===== config.mk =====
export PLATFORM = sky130hd
export DESIGN_NAME = i2c_regmap_slave
export DESIGN_NICKNAME = d
export VERILOG_FILES = /design/src/rtl/i2c_regmap_pkg.sv /design/src/rtl/i2c_line_sync.sv /design/src/rtl/i2c_bus_events.sv /design/src/rtl/i2c_regmap_core.sv /design/src/rtl/i2c_regmap_slave.sv
export SDC_FILE = /design/constraint.sdc
export NUM_CORES = 1
export LEC_CHECK = 0
export CORE_ASPECT_RATIO = 0.7
export CORE_UTILIZATION = 52
export CTS_BUF_LIST = sky130_fd_sc_hd__clkbuf_8
export CTS_CLUSTER_SIZE = 40
export DETAILED_ROUTE_END_ITERATION = 10
export DONT_BUFFER_PORTS = 1
export GPL_TIMING_DRIVEN = 0
export PLACE_DENSITY = 0.67
export SYNTH_ARGS = -nofsm -noshare
export SYNTH_HDL_FRONTEND = slang
export SYNTH_SLANG_ARGS = --single-unit

===== constraint.sdc =====
create_clock -name clk -period 4.05 [get_ports clk]
set_input_delay 0.81 -clock clk [delete_from_list [all_inputs] [get_ports clk]]
set_output_delay 0.81 -clock clk [all_outputs]
set_load 0.005 [all_outputs]

===== src/rtl/i2c_regmap_pkg.sv =====
package i2c_regmap_pkg;

    localparam int BYTE_W = 8;

    typedef enum logic [3:0] {
        ST_IDLE,
        ST_ADDR,
        ST_AACK,
        ST_PTR,
        ST_PACK,
        ST_WDAT,
        ST_WACK,
        ST_RDAT,
        ST_RACK
    } slv_state_e;

endpackage


===== src/rtl/i2c_line_sync.sv =====
module i2c_line_sync #(
    parameter int W      = 2,
    parameter int STAGES = 2
) (
    input  logic         clk,
    input  logic         rst_n,
    input  logic [W-1:0] din,
    output logic [W-1:0] dout
);
    localparam int LAST = STAGES - 1;

    for (genvar b = 0; b < W; b++) begin : g_bit
        logic [STAGES-1:0] chain_d, chain_q;

        always_comb begin
            chain_d = {chain_q[STAGES-2:0], din[b]};
        end

        always_ff @(posedge clk or negedge rst_n) begin
            if (!rst_n) chain_q <= '1;
            else        chain_q <= chain_d;
        end

        assign dout[b] = chain_q[LAST];
    end
endmodule


===== src/rtl/i2c_bus_events.sv =====
module i2c_bus_events (
    input  logic clk,
    input  logic rst_n,
    input  logic scl_s,
    input  logic sda_s,
    output logic start_o,
    output logic stop_o,
    output logic rise_o,
    output logic fall_o
);
    typedef struct packed {
        logic scl;
        logic sda;
    } prev_t;

    prev_t prev_d, prev_q;

    always_comb begin
        prev_d.scl = scl_s;
        prev_d.sda = sda_s;
    end

    always_ff @(posedge clk or negedge rst_n) begin
        if (!rst_n) prev_q <= '1;
        else        prev_q <= prev_d;
    end

    assign start_o = scl_s & prev_q.scl & prev_q.sda & ~sda_s;
    assign stop_o  = scl_s & prev_q.scl & ~prev_q.sda & sda_s;
    assign rise_o  = scl_s & ~prev_q.scl;
    assign fall_o  = ~scl_s & prev_q.scl;
endmodule


===== src/rtl/i2c_regmap_core.sv =====
module i2c_regmap_core
    import i2c_regmap_pkg::*;
#(
    parameter int          AW     = 8,
    parameter logic [5:0]  DEV_ID = 6'b101000
) (
    input  logic              clk,
    input  logic              rst_n,
    input  logic              start_i,
    input  logic              stop_i,
    input  logic              rise_i,
    input  logic              fall_i,
    input  logic              sda_s,
    input  logic              sel_i,
    input  logic [BYTE_W-1:0] rdata_i,
    output logic [AW-1:0]     ptr_o,
    output logic [BYTE_W-1:0] wdata_o,
    output logic              we_o,
    output logic              oe_o,
    output logic              snap_o
);
    localparam logic [AW-1:0] PTR_ONE  = AW'(1);
    localparam logic [3:0]    BITS_END = 4'd8;
    localparam logic [3:0]    BIT_LAST = 4'd7;

    typedef struct packed {
        slv_state_e        state;
        logic [3:0]        cnt;
        logic [BYTE_W-1:0] sh;
        logic [AW-1:0]     ptr;
        logic [BYTE_W-1:0] wdata;
        logic              we;
        logic              oe;
        logic              snap;
        logic              rw;
        logic              mack;
    } core_t;

    core_t d, q;
    logic [BYTE_W-1:0] rx_byte;
    logic              id_hit_rx;
    logic              id_hit_sh;

    assign rx_byte   = {q.sh[BYTE_W-2:0], sda_s};
    assign id_hit_rx = (rx_byte[BYTE_W-1:1] == {DEV_ID, sel_i});
    assign id_hit_sh = (q.sh[BYTE_W-1:1] == {DEV_ID, sel_i});

    always_comb begin
        d      = q;
        d.we   = 1'b0;
        d.snap = 1'b0;
        if (q.we) d.ptr = q.ptr + PTR_ONE;

        if (start_i) begin
            d.state = ST_ADDR;
            d.cnt   = '0;
            d.oe    = 1'b0;
        end else if (stop_i) begin
            d.state = ST_IDLE;
            d.oe    = 1'b0;
        end else begin
            case (q.state)
                ST_ADDR, ST_PTR, ST_WDAT: begin
                    if (rise_i && q.cnt != BITS_END) begin
                        d.sh  = rx_byte;
                        d.cnt = q.cnt + 4'd1;
                        if (q.state == ST_ADDR && q.cnt == BIT_LAST && id_hit_rx && rx_byte[0])
                            d.snap = 1'b1;
                    end else if (fall_i && q.cnt == BITS_END) begin
                        case (q.state)
                            ST_ADDR: begin
                                if (id_hit_sh) begin
                                    d.oe    = 1'b1;
                                    d.rw    = q.sh[0];
                                    d.state = ST_AACK;
                                end else begin
                                    d.state = ST_IDLE;
                                end
                            end
                            ST_PTR: begin
                                d.oe    = 1'b1;
                                d.ptr   = q.sh[AW-1:0];
                                d.state = ST_PACK;
                            end
                            default: begin
                                d.oe    = 1'b1;
                                d.we    = 1'b1;
                                d.wdata = q.sh;
                                d.state = ST_WACK;
                            end
                        endcase
                    end
                end
                ST_AACK: begin
                    if (fall_i) begin
                        d.cnt = '0;
                        if (q.rw) begin
                            d.sh    = rdata_i;
                            d.ptr   = q.ptr + PTR_ONE;
                            d.oe    = ~rdata_i[BYTE_W-1];
                            d.state = ST_RDAT;
                        end else begin
                            d.oe    = 1'b0;
                            d.state = ST_PTR;
                        end
                    end
                end
                ST_PACK, ST_WACK: begin
                    if (fall_i) begin
                        d.oe    = 1'b0;
                        d.cnt   = '0;
                        d.state = ST_WDAT;
                    end
                end
                ST_RDAT: begin
                    if (rise_i) begin
                        d.cnt = q.cnt + 4'd1;
                    end else if (fall_i) begin
                        if (q.cnt == BITS_END) begin
                            d.oe    = 1'b0;
                            d.state = ST_RACK;
                        end else begin
                            d.sh = {q.sh[BYTE_W-2:0], 1'b1};
                            d.oe = ~q.sh[BYTE_W-2];
                        end
                    end
                end
                ST_RACK: begin
                    if (rise_i) begin
                        d.mack = sda_s;
                    end else if (fall_i) begin
                        if (!q.mack) begin
                            d.cnt   = '0;
                            d.sh    = rdata_i;
                            d.ptr   = q.ptr + PTR_ONE;
                            d.oe    = ~rdata_i[BYTE_W-1];
                            d.state = ST_RDAT;
                        end else begin
                            d.oe    = 1'b0;
                            d.state = ST_IDLE;
                        end
                    end
                end
                default: ;
            endcase
        end
    end

    always_ff @(posedge clk or negedge rst_n) begin
        if (!rst_n) begin
            q       <= '0;
            q.state <= ST_IDLE;
            q.sh    <= '1;
            q.mack  <= 1'b1;
        end else begin
            q <= d;
        end
    end

    assign ptr_o   = q.ptr;
    assign wdata_o = q.wdata;
    assign we_o    = q.we;
    assign oe_o    = q.oe;
    assign snap_o  = q.snap;
endmodule


===== src/rtl/i2c_regmap_slave.sv =====
module i2c_regmap_slave #(
    parameter int         AW          = 8,
    parameter int         SYNC_STAGES = 2,
    parameter logic [5:0] DEV_ID      = 6'b101000
) (
    input  logic          clk,
    input  logic          rst_n,
    input  logic          scl_i,
    input  logic          sda_i,
    output logic          sda_oe_o,
    input  logic          sel_i,
    output logic [AW-1:0] reg_addr_o,
    output logic [7:0]    reg_wdata_o,
    output logic          reg_we_o,
    input  logic [7:0]    reg_rdata_i,
    output logic          snap_o
);
    logic scl_s, sda_s;
    logic ev_start, ev_stop, ev_rise, ev_fall;

    i2c_line_sync #(.W(2), .STAGES(SYNC_STAGES)) u_sync (
        .clk  (clk),
        .rst_n(rst_n),
        .din  ({scl_i, sda_i}),
        .dout ({scl_s, sda_s})
    );

    i2c_bus_events u_events (
        .clk    (clk),
        .rst_n  (rst_n),
        .scl_s  (scl_s),
        .sda_s  (sda_s),
        .start_o(ev_start),
        .stop_o (ev_stop),
        .rise_o (ev_rise),
        .fall_o (ev_fall)
    );

    i2c_regmap_core #(.AW(AW), .DEV_ID(DEV_ID)) u_core (
        .clk    (clk),
        .rst_n  (rst_n),
        .start_i(ev_start),
        .stop_i (ev_stop),
        .rise_i (ev_rise),
        .fall_i (ev_fall),
        .sda_s  (sda_s),
        .sel_i  (sel_i),
        .rdata_i(reg_rdata_i),
        .ptr_o  (reg_addr_o),
        .wdata_o(reg_wdata_o),
        .we_o   (reg_we_o),
        .oe_o   (sda_oe_o),
        .snap_o (snap_o)
    );
endmodule


==> impl_results.md <==
- Run status: completed
- Number of top-level pins: 32
- Routed len/inst: around 18 microns
- Max stage delay cell, worst path: nor4b_2
- Worst Path Required: roughly 4.3 ns
- First-pass GRT wire length: 9810 microns
- Worst vdd ir: between 0.3 and 0.4 mV
- Worst slew pin tran: ~0.94 ns
- Element type at the critical path end: flip-flop
- Die Area: between 5000 and 6000 sq um
- Synth area leader: dfrtp_1
- Yosys top cell area share: 26.8%
- Crit-path most repeated cell: clkbuf_1
- Vias in the first global route: around 1800
- Unrepaired setup endpoints after global routing: false
- Startpoint types: flip-flop
- Mean Syn Cell Area: 9.35 sq um
- Max Freq: 0.340 GHz
- Synth Register Bits: 43
- Synth area leaders: dfrtp_1 (27%), dfstp_2 (15%), mux2_2 (5.2%)
- Crit path cell chain: clkbuf_1 > nor4b_2 > a222oi_1 > o211ai_1 > clkbuf_1 > nand2_1 > o21ai_0
- Post-CTS Setup Bufs: 0
- # rows: 21
- DR iter-0 viols: roughly 200
- First-pass iteration count of the detailed router: 8
- Max FO, Critical Path: 10
- Clock skew: 0.00890 ns
- Period Utilization, post-route: between 70% and 80%
- Initial core utilization: between 50% and 60%
- Count leader, synth: dfrtp_1
- Ratio of cells with drive above 1 in the final layout: around a fifth
- CTS resizes: 0
- TritonCTS clock tree: yes
- Vias: around 2200
- Horiz. Die Dim: 86.8 microns
- Total routed wirelength: ~6300 microns
- Worst Hold Class: in -> async
- Initial antenna violation count: 0
- Register-to-Register Setup Slack: roughly 1.1 ns
- Final Util: 58.8%
- Seq pwr share: 36.0%
- R2r endpoint: u_core.q[28]
- Inst Count DP: roughly 350
- Clock share of power: 18.7%
- Clk root buf: clkbuf_8
- Crit path DAT: roughly 3.2 ns
- FF-to-FF Start: u_core.q[36]
- DR DRC count: 0
- # hold bufs at CTS: 0
- Syn Inst Count: 280
- GR Util All Layers: roughly 25%
- Vias per cell: 6.27
- Worst path top cell family by delay: simple AND/OR/NAND/NOR gates
- Non-Filler Instances: around 360
- Worst-Skew Late Latency: approximately 0.30 ns
- Setup crit end: u_core.q[28]
- NetSw: 0.835 mW
- Net Count, Synth: between 200 and 300
- Hold slack: 0.187 ns
- Clk buf depth: 2
- HPWL after DPL: roughly 4400 microns
- Fin nets: slightly above 300
- Max Slew Vio Count: 0
- Die height: 61.4 microns
- CP Buf/Inv Count: 2
- Worst Setup SP: u_core.q[36]
- Pwr Density: approximately 690 nW/um^2
- RePlAce Congestion: roughly 0.90
- Total number of cells along the worst setup path: 7
- Worst Reg-to-Reg Cells: 7
- Synth top cells by count: dfrtp_1 (28), nand2_1 (27), buf_4 (16)
- Port bufs: 0
- YS warnings: 0
- Switch share: 42.8%
- Clk sinks: 43
- Worst-path clk slew: approximately 0.090 ns
- Post-synthesis instance area: 2620 sq um
- Core Area: around 4800 sq um
- Largest net degree at the start of global routing: 44
- Maxcap violations: 0
- WS Path Type: reg -> reg
- Gate power share: 45.2%
- Detail Route Antenna Nets: 0
- H-tree levels: 2
- Yosys cell types: 55
- Num CTS Buffers: 5
- Layout area overhead: 7.93%
- CP max stage delay: a little over 0.8 ns
- Gr ovfl total: 0
- Async set-reset flop share out of synthesis: between 90% and 100%
- Int Pwr: 1.12 mW
- Setup TNS: 0 ns
- Leakage power: between 1 and 1.5 nW
- Hold Fails Final Rpt: 0
- Seq/Total Area, Yosys: a little over two fifths
- Setup violations, final: 0
- Primary FF master, synth: dfrtp_1
- Post-synth EDFFs: 0
- Post-route minimum period: ~2.9 ns
- Rel. slew slack: 36.8%
- Ant diodes: 0
-- placed cells by master, fill, tap and decap left out, types with 8 or more instances in the layout --
master    instances
inv_1            10
nor2_1           15
a31oi_1           8
dfrtp_1          28
nand2_1          27
o21ai_0          15
mux2_2           12
clkbuf_1         11
nor3_1            8
dfstp_2          15
buf_4            16
-- metal layers --
layer / track usage (%) / routed length (microns)
met1: 40.2 / 3240
met2: 31.9 / 2460
met3: 5.76 / 478
met4: 6.19 / 76
met5: 0 / 0
-- worst min-delay path by stage --
stage / slack, ns / endpoint / depth (start not counted)
6_report: 0.19 / u_core.ptr_o[4] / 0
5_1_grt: 0.18 / u_core.q[31] / 0
4_1_cts: 0.18 / u_core.ptr_o[4] / 0
3_5_place_dp: 0.35 / u_sync.g_bit[0].chain_q[1] / 0
3_3_place_gp: 0.35 / u_sync.g_bit[0].chain_q[1] / 0
2_1_floorplan: 0.35 / u_sync.g_bit[0].chain_q[1] / 0
-- layout make-up --
cell class / instances / area (sq um)
Multi-Input combinational cell: 196 / 1310
Buffer: 31 / 178
Tap cell: 69 / 86.3
Inverter: 10 / 37.5
Clock inverter: 2 / 38.8
Clock buffer: 6 / 82.6
Fill cell: 441 / 1980
Sequential cell: 43 / 1090
-- flip-flops by register name, indices dropped and copies added, names as in the netlist --
| name | count |
|---|---|
| u_core.oe_o | 1 |
| u_core.ptr_o | 8 |
| u_core.q | 18 |
| u_core.snap_o | 1 |
| u_core.wdata_o | 8 |
| u_core.we_o | 1 |
| u_events.prev_q | 2 |
| u_sync.g_bit.chain_q | 4 |
-- kinds of logic after synthesis --
family          share of synthesized area [%]
flops                                    41.8
mux                                      5.16
compound gates                           19.3
xor+xnor                                 2.68
buf+inv                                  8.22
simple gates                             21.4
fa+ha+maj                                1.43
-- power by group through the flow --
stage,clock network (mW),registers (mW),logic [mW]
floorplan,0,0.658,0.684
global placement,0,0.706,0.849
detailed placement,0,0.708,0.856
CTS,0.371,0.700,0.861
global route,0.387,0.722,0.982
finish,0.365,0.703,0.882
-- metrics by stage --
step	instance area [sq um]	power (mW)	setup WS, ns
after floorplan	2620	1.34	1.61
after global placement	2710	1.56	1.22
after detailed placement	2710	1.56	1.24
after CTS	2830	1.93	1.22
after global routing	2830	2.09	0.931
final	2830	1.95	1.11
Note: power is estimated with default switching activity, not from simulation.
